<file path="src/rtl/smm_guard_pkg.sv">
`timescale 1ns/1ps
// Shared constants and types for the protected window checker.
// Assumes a 52-bit physical address space and 64-bit configuration registers.
package smm_guard_pkg;
    localparam int unsigned ADDR_W    = 52;
    localparam int unsigned REG_W     = 64;
    localparam int unsigned FIELD_LO  = 17;
    localparam int unsigned FIELD_HI  = 51;
    localparam int unsigned EN_FIX    = 0;
    localparam int unsigned EN_REL    = 1;
    localparam longint unsigned FIX_LO = 64'h0000_0000_000A_0000;
    localparam longint unsigned FIX_HI = 64'h0000_0000_000B_FFFF;

    // Register selector shared by the write and read ports.
    typedef enum logic {
        SEL_BASE = 1'b0,
        SEL_MASK = 1'b1
    } cfg_sel_e;
endpackage

</file>
<file path="src/rtl/smm_guard_regs.sv">
`timescale 1ns/1ps
// Holds the base and mask registers of the relocatable window.
// Reserved bits are filtered on write, so they always hold and read zero.
// Assumes FIELD_HI < REG_W and both enable bits lie below FIELD_LO.
module smm_guard_regs
    import smm_guard_pkg::*;
#(
    parameter int unsigned R_W    = REG_W,
    parameter int unsigned F_LO   = FIELD_LO,
    parameter int unsigned F_HI   = FIELD_HI,
    parameter int unsigned E_FIX  = EN_FIX,
    parameter int unsigned E_REL  = EN_REL,
    localparam int unsigned FW    = F_HI - F_LO + 1
) (
    input  logic           clk,
    input  logic           rst_n,
    input  logic           wr_en,
    input  logic           wr_sel,
    input  logic [R_W-1:0] wr_data,
    input  logic           rd_sel,
    output logic [R_W-1:0] rd_data,
    output logic [FW-1:0]  base_field,
    output logic [FW-1:0]  mask_field,
    output logic           en_fixed,
    output logic           en_reloc
);
    localparam logic [R_W-1:0] ONE        = R_W'(1);
    localparam logic [R_W-1:0] FIELD_KEEP = ((ONE << (F_HI + 1)) - ONE) ^ ((ONE << F_LO) - ONE);
    localparam logic [R_W-1:0] BASE_KEEP  = FIELD_KEEP;
    localparam logic [R_W-1:0] MASK_KEEP  = FIELD_KEEP | (ONE << E_FIX) | (ONE << E_REL);

    logic [R_W-1:0] base_q;
    logic [R_W-1:0] mask_q;

    // Base register: filtered write, cleared by reset.
    always_ff @(posedge clk) begin
        if (!rst_n) begin
            base_q <= '0;
        end else if (wr_en && (cfg_sel_e'(wr_sel) == SEL_BASE)) begin
            base_q <= wr_data & BASE_KEEP;
        end
    end

    // Mask register with enable bits: filtered write, cleared by reset.
    always_ff @(posedge clk) begin
        if (!rst_n) begin
            mask_q <= '0;
        end else if (wr_en && (cfg_sel_e'(wr_sel) == SEL_MASK)) begin
            mask_q <= wr_data & MASK_KEEP;
        end
    end

    // Combinational read-back of the selected register.
    always_comb begin
        rd_data = (cfg_sel_e'(rd_sel) == SEL_MASK) ? mask_q : base_q;
    end

    // Field slices handed to the comparators.
    always_comb begin
        base_field = base_q[F_HI:F_LO];
        mask_field = mask_q[F_HI:F_LO];
        en_fixed   = mask_q[E_FIX];
        en_reloc   = mask_q[E_REL];
    end
endmodule

</file>
<file path="src/rtl/smm_guard_fixed_cmp.sv">
`timescale 1ns/1ps
// Inclusive range test of an address against a fixed window.
// Assumes LO <= HI. Purely combinational.
module smm_guard_fixed_cmp
    import smm_guard_pkg::*;
#(
    parameter int unsigned     A_W = ADDR_W,
    parameter longint unsigned LO  = FIX_LO,
    parameter longint unsigned HI  = FIX_HI
) (
    input  logic [A_W-1:0] addr,
    input  logic           enable,
    output logic           hit
);
    localparam logic [A_W-1:0] LO_A = A_W'(LO);
    localparam logic [A_W-1:0] HI_A = A_W'(HI);

    // Two magnitude compares gated by the window enable.
    always_comb begin
        hit = enable && (addr >= LO_A) && (addr <= HI_A);
    end
endmodule

</file>
<file path="src/rtl/smm_guard_masked_cmp.sv">
`timescale 1ns/1ps
// Masked equality of an address field against a base field.
// A bit takes part only where the mask bit is 1. An all-zero mask matches everything.
module smm_guard_masked_cmp #(
    parameter int unsigned FW = 35
) (
    input  logic [FW-1:0] addr_field,
    input  logic [FW-1:0] base_field,
    input  logic [FW-1:0] mask_field,
    input  logic          enable,
    output logic          hit
);
    logic [FW-1:0] bit_miss;

    // One differing, masked-in bit per lane marks a miss.
    for (genvar i = 0; i < FW; i++) begin : g_lane
        assign bit_miss[i] = mask_field[i] & (addr_field[i] ^ base_field[i]);
    end

    // Reduce the lanes and apply the window enable.
    always_comb begin
        hit = enable && (bit_miss == '0);
    end
endmodule

</file>
<file path="src/rtl/smm_guard_result.sv">
`timescale 1ns/1ps
// Output register stage: captures the comparator results of a valid access.
// Flags are cleared in cycles without a result.
module smm_guard_result (
    input  logic clk,
    input  logic rst_n,
    input  logic acc_valid,
    input  logic raw_fixed,
    input  logic raw_reloc,
    output logic res_valid,
    output logic hit_fixed,
    output logic hit_reloc,
    output logic hit_any
);
    // Register strobe and hits, gated by the access strobe.
    always_ff @(posedge clk) begin
        if (!rst_n) begin
            res_valid <= 1'b0;
            hit_fixed <= 1'b0;
            hit_reloc <= 1'b0;
            hit_any   <= 1'b0;
        end else begin
            res_valid <= acc_valid;
            hit_fixed <= acc_valid & raw_fixed;
            hit_reloc <= acc_valid & raw_reloc;
            hit_any   <= acc_valid & (raw_fixed | raw_reloc);
        end
    end
endmodule

</file>
<file path="src/rtl/smm_guard_top.sv">
`timescale 1ns/1ps
// Protected memory window checker, top level.
// Judges each valid access against a fixed window and a relocatable masked window.
// Results appear one cycle later. The registers used are those held before any
// write in the same cycle.
module smm_guard_top
    import smm_guard_pkg::*;
#(
    parameter int unsigned     A_W   = ADDR_W,
    parameter int unsigned     R_W   = REG_W,
    parameter int unsigned     F_LO  = FIELD_LO,
    parameter int unsigned     F_HI  = FIELD_HI,
    parameter longint unsigned W_LO  = FIX_LO,
    parameter longint unsigned W_HI  = FIX_HI,
    localparam int unsigned    FW    = F_HI - F_LO + 1
) (
    input  logic           clk,
    input  logic           rst_n,
    input  logic           cfg_wr_en,
    input  logic           cfg_wr_sel,
    input  logic [R_W-1:0] cfg_wr_data,
    input  logic           cfg_rd_sel,
    output logic [R_W-1:0] cfg_rd_data,
    input  logic           acc_valid,
    input  logic [A_W-1:0] acc_addr,
    output logic           res_valid,
    output logic           hit_fixed,
    output logic           hit_reloc,
    output logic           hit_any
);
    logic [FW-1:0] cfg_base;
    logic [FW-1:0] cfg_mask;
    logic          cfg_en_fixed;
    logic          cfg_en_reloc;
    logic          raw_fixed;
    logic          raw_reloc;

    smm_guard_regs #(
        .R_W  (R_W),
        .F_LO (F_LO),
        .F_HI (F_HI),
        .E_FIX(EN_FIX),
        .E_REL(EN_REL)
    ) u_regs (
        .clk       (clk),
        .rst_n     (rst_n),
        .wr_en     (cfg_wr_en),
        .wr_sel    (cfg_wr_sel),
        .wr_data   (cfg_wr_data),
        .rd_sel    (cfg_rd_sel),
        .rd_data   (cfg_rd_data),
        .base_field(cfg_base),
        .mask_field(cfg_mask),
        .en_fixed  (cfg_en_fixed),
        .en_reloc  (cfg_en_reloc)
    );

    smm_guard_fixed_cmp #(
        .A_W(A_W),
        .LO (W_LO),
        .HI (W_HI)
    ) u_fixed (
        .addr  (acc_addr),
        .enable(cfg_en_fixed),
        .hit   (raw_fixed)
    );

    smm_guard_masked_cmp #(
        .FW(FW)
    ) u_reloc (
        .addr_field(acc_addr[F_HI:F_LO]),
        .base_field(cfg_base),
        .mask_field(cfg_mask),
        .enable    (cfg_en_reloc),
        .hit       (raw_reloc)
    );

    smm_guard_result u_result (
        .clk      (clk),
        .rst_n    (rst_n),
        .acc_valid(acc_valid),
        .raw_fixed(raw_fixed),
        .raw_reloc(raw_reloc),
        .res_valid(res_valid),
        .hit_fixed(hit_fixed),
        .hit_reloc(hit_reloc),
        .hit_any  (hit_any)
    );
endmodule

</file>
<file path="config.mk">
export PLATFORM = sky130hd
export DESIGN_NAME = smm_guard_top
export DESIGN_NICKNAME = d
export VERILOG_FILES = /design/src/rtl/smm_guard_pkg.sv /design/src/rtl/smm_guard_regs.sv /design/src/rtl/smm_guard_fixed_cmp.sv /design/src/rtl/smm_guard_masked_cmp.sv /design/src/rtl/smm_guard_result.sv /design/src/rtl/smm_guard_top.sv
export SDC_FILE = /design/constraint.sdc
export NUM_CORES = 1
export LEC_CHECK = 0
export ABC_AREA = 0
export BUFFER_PORTS_ARGS = -buffer_cell sky130_fd_sc_hd__clkbuf_2
export CORE_ASPECT_RATIO = 1.4
export CORE_UTILIZATION = 35
export CTS_CLUSTER_DIAMETER = 120
export CTS_CLUSTER_SIZE = 24
export DETAILED_ROUTE_END_ITERATION = 8
export SLEW_MARGIN = 20
export SYNTH_ARGS = -nofsm -noshare
export SYNTH_HDL_FRONTEND = slang
export SYNTH_HIERARCHICAL = 1
export SYNTH_SLANG_ARGS = --single-unit
</file>
<file path="constraint.sdc">
create_clock -name clk -period 2 [get_ports clk]
set_input_delay 0.4 -clock clk [delete_from_list [all_inputs] [get_ports clk]]
set_output_delay 0.4 -clock clk [all_outputs]
set_load 0.02 [all_outputs]
</file>
==> flow_summary_export.csv <==
group,metric,value,unit
critical_path,path_delay_family,"buffers and inverters",
yosys,ys_warn_count,6,
final_layout,n_antenna_cell,0,
job,cap_violations,0,
critical_path,crit_chain,"clkbuf_2, buf_12, mux2_2, clkbuf_2",
final_layout,area_growth,22.4,%
drt,drc_errors,0,
floorplanning,initial_core_util,0.360,
clocking,cts.sinks,76,
clocking,post_cts_resized,0,
drt,routed_via_density,4.74,
floorplanning,die_w,93.5,um
critical_path,path_max_fanout,23,
run_status,status,"completed",
floorplanning,core,0.0114,mm^2
clocking,ctsRootBufferMaster,"clkbuf_16",
grt,grt_pass1_wl,17200,um
yosys,synth.avg_cell_area,9.72,um^2
critical_path,arrival,1380,ps
critical_path,cpPeakStageDelay,380,ps
sta,finalSetupTns,0,ps
floorplanning,dieArea,0.0122,mm^2
min_path,hold_class,"in2reg",
drt,drtPass1Iterations,4,
critical_path,crit_buf_inv,3,
sta,rsz0062_at_grt,"false",
sta,fmax,561,MHz
grt,grt_pass1_vias,3353,
yosys,synth_cell_types,24,
critical_path,worst_setup_path_start_kind,"input port",
yosys,synthesis.area,0.00410,mm^2
grt,antenna_found_initial,0,
yosys,ys_seq_area_frac,0.371,
power,peakVddDrop,455,uV
clocking,cts_tree,"done",
clocking,holdBufCountCts,0,
place,place_hpwl,8440,um
drt,dr.first_iter.drc_count,104,
sta,setup_viol,0,
clocking,cts.path.max_buffers,2,
yosys,syn-instance-count,422,
clocking,clock_latency,340,ps
critical_path,crit_type,"in2out",
sta,whs,315,ps
clocking,cts_htree_levels,3,
critical_path,path_common_cell,"clkbuf_2",
place,port_buffers,118,
final_layout,fin_util,0.441,
grt,grt_max_degree,47,
place,gp_congestion,0.808,
grt,grtUsageTotal,0.191,
clocking,cts_inserted_buffers,9,
final_layout,layout-drive-gt1-share,0.349,
sta,post-route-period-util,0.892,
sta,hold_violations,0,
final_layout,final_nets,655,
drt,wl_per_cell,16.6,um
sta,slew_viol_final,0,
critical_path,required,1600,ps
sta,fin_ws,216,ps
grt,grt-ovfl-total,0,
sta,finalClockSkew,3.65,ps
yosys,synth-seq-cells,76,
critical_path,critPathCaptureType,"output pin",
drt,routed_wl,11300,um
power,leakage,2.49,nW
critical_path,slowest_stage,"mux2_2",
final_layout,mostFrequentLayoutCells,"clkbuf_2, nand2_1, dfxtp_1, mux2i_1",
sta,fin_crit,1780,ps
floorplanning,io-pin-count,190,
drt,ant_nets,0,
clocking,path_clk_slew,60,ps
floorplanning,dieHeight,130,um
place,preCtsSetupSlack,159,ps
floorplanning,row_count,46,
drt,vias,3230,
final_layout,mostFrequentLayoutCell,"clkbuf_2",
clocking,cts_setup_buffers,0,
power,p_per_area,790,mW/mm^2
synth_stat cells:
master,count,share of area
nand2_1,109,0.10
dfxtp_1,76,0.37
mux2i_1,70,0.17
mux2_2,35,0.096
xor2_1,35,0.075
buf_4,33,0.060
a22o_1,7,0.015
buf_6,7,0.019
a221oi_2,6,0.022
buf_2,6,0.0073
nand4_1,6,0.0092
nor4_1,6,0.0092
clkbuf_1,5,0.0046
and2_1,4,0.0061
a22oi_1,3,0.0055
nor4b_2,3,0.011
and3_1,2,0.0030
nor3_2,2,0.0049
o21ai_1,2,0.0024
a221oi_1,1,0.0021
conb_1,1,0.00091
nand2b_1,1,0.0015
nand3_1,1,0.0012
o211a_1,1,0.0024
power by group:
| part | total [mW] | switching, mW | internal, mW |
|---|---|---|---|
| sequential | 1.65 | 0.0633 | 1.59 |
| clock | 1.66 | 0.626 | 1.03 |
| combinational | 0.655 | 0.384 | 0.271 |
path summary, 6_finish.rpt:
check	cells after the start	startpoint	end	slack, ps
max reg2reg	6	u_regs/base_q[43]$_SDFFE_PN0P_	u_result/hit_reloc$_SDFF_PN0_	300
min reg2reg	2	u_regs/mask_q[44]$_SDFFE_PN0P_	u_regs/mask_q[44]$_SDFFE_PN0P_	470
max	4	cfg_rd_sel	cfg_rd_data[37]	220
min	3	cfg_wr_data[49]	u_regs/mask_q[49]$_SDFFE_PN0P_	310
sequential cells by signal, indices dropped and copies added (netlist names):
| register | flops |
|---|---|
| u_regs/base_q | 35 |
| u_result/hit_fixed | 1 |
| u_result/hit_any | 1 |
| u_regs/mask_q | 37 |
| u_result/hit_reloc | 1 |
| u_result/res_valid | 1 |
worst register-to-register path: cells and delay by family, from the launching register on:
kind / cells / cell delay, ps
AOI/OAI and AO/OA: 2 / 510
xor gates and xnor gates: 1 / 180
and+or+nand+nor: 3 / 640
DFF: 1 / 330
per-layer routing:
metal | track usage | vias to the layer above | part of all wire
met5 | 0 | - | 0
met1 | 0.220 | 1495 | 0.42
met4 | 0.0905 | 0 | 0.026
li1 | - | 1609 | -
met3 | 0.0321 | 14 | 0.043
met2 | 0.342 | 112 | 0.51
per-stage QoR:
step / total power, mW / instance area, um^2 / std cells
after floorplan: 2.14 / 4200 / 448
final: 3.97 / 5020 / 682
after global routing: 4.13 / 5020 / 682
after detailed placement: 2.34 / 4720 / 666
after CTS: 4.01 / 5020 / 682
after global placement: 2.33 / 4720 / 666
layout make-up:
type                    instances  area, um^2
clock buffers                  12         256
fillers                      1140        6370
multi-input cells             321        2310
repair buffers                125         708
well taps                     144         180
flip-flops and latches         76        1520
clock inverters                 4        47.5
logic make-up (layout without fill, tap and decap cells):
group	after synthesis	in the layout	synth area share
compound gates	20	20	0.0494
xor+xnor	35	35	0.0747
buf+inv	51	141	0.0915
flops	76	76	0.371
mux	105	105	0.267
other cells	1	27	0.000914
simple gates	134	134	0.146
No activity file was read; power rests on OpenSTA's default activity.
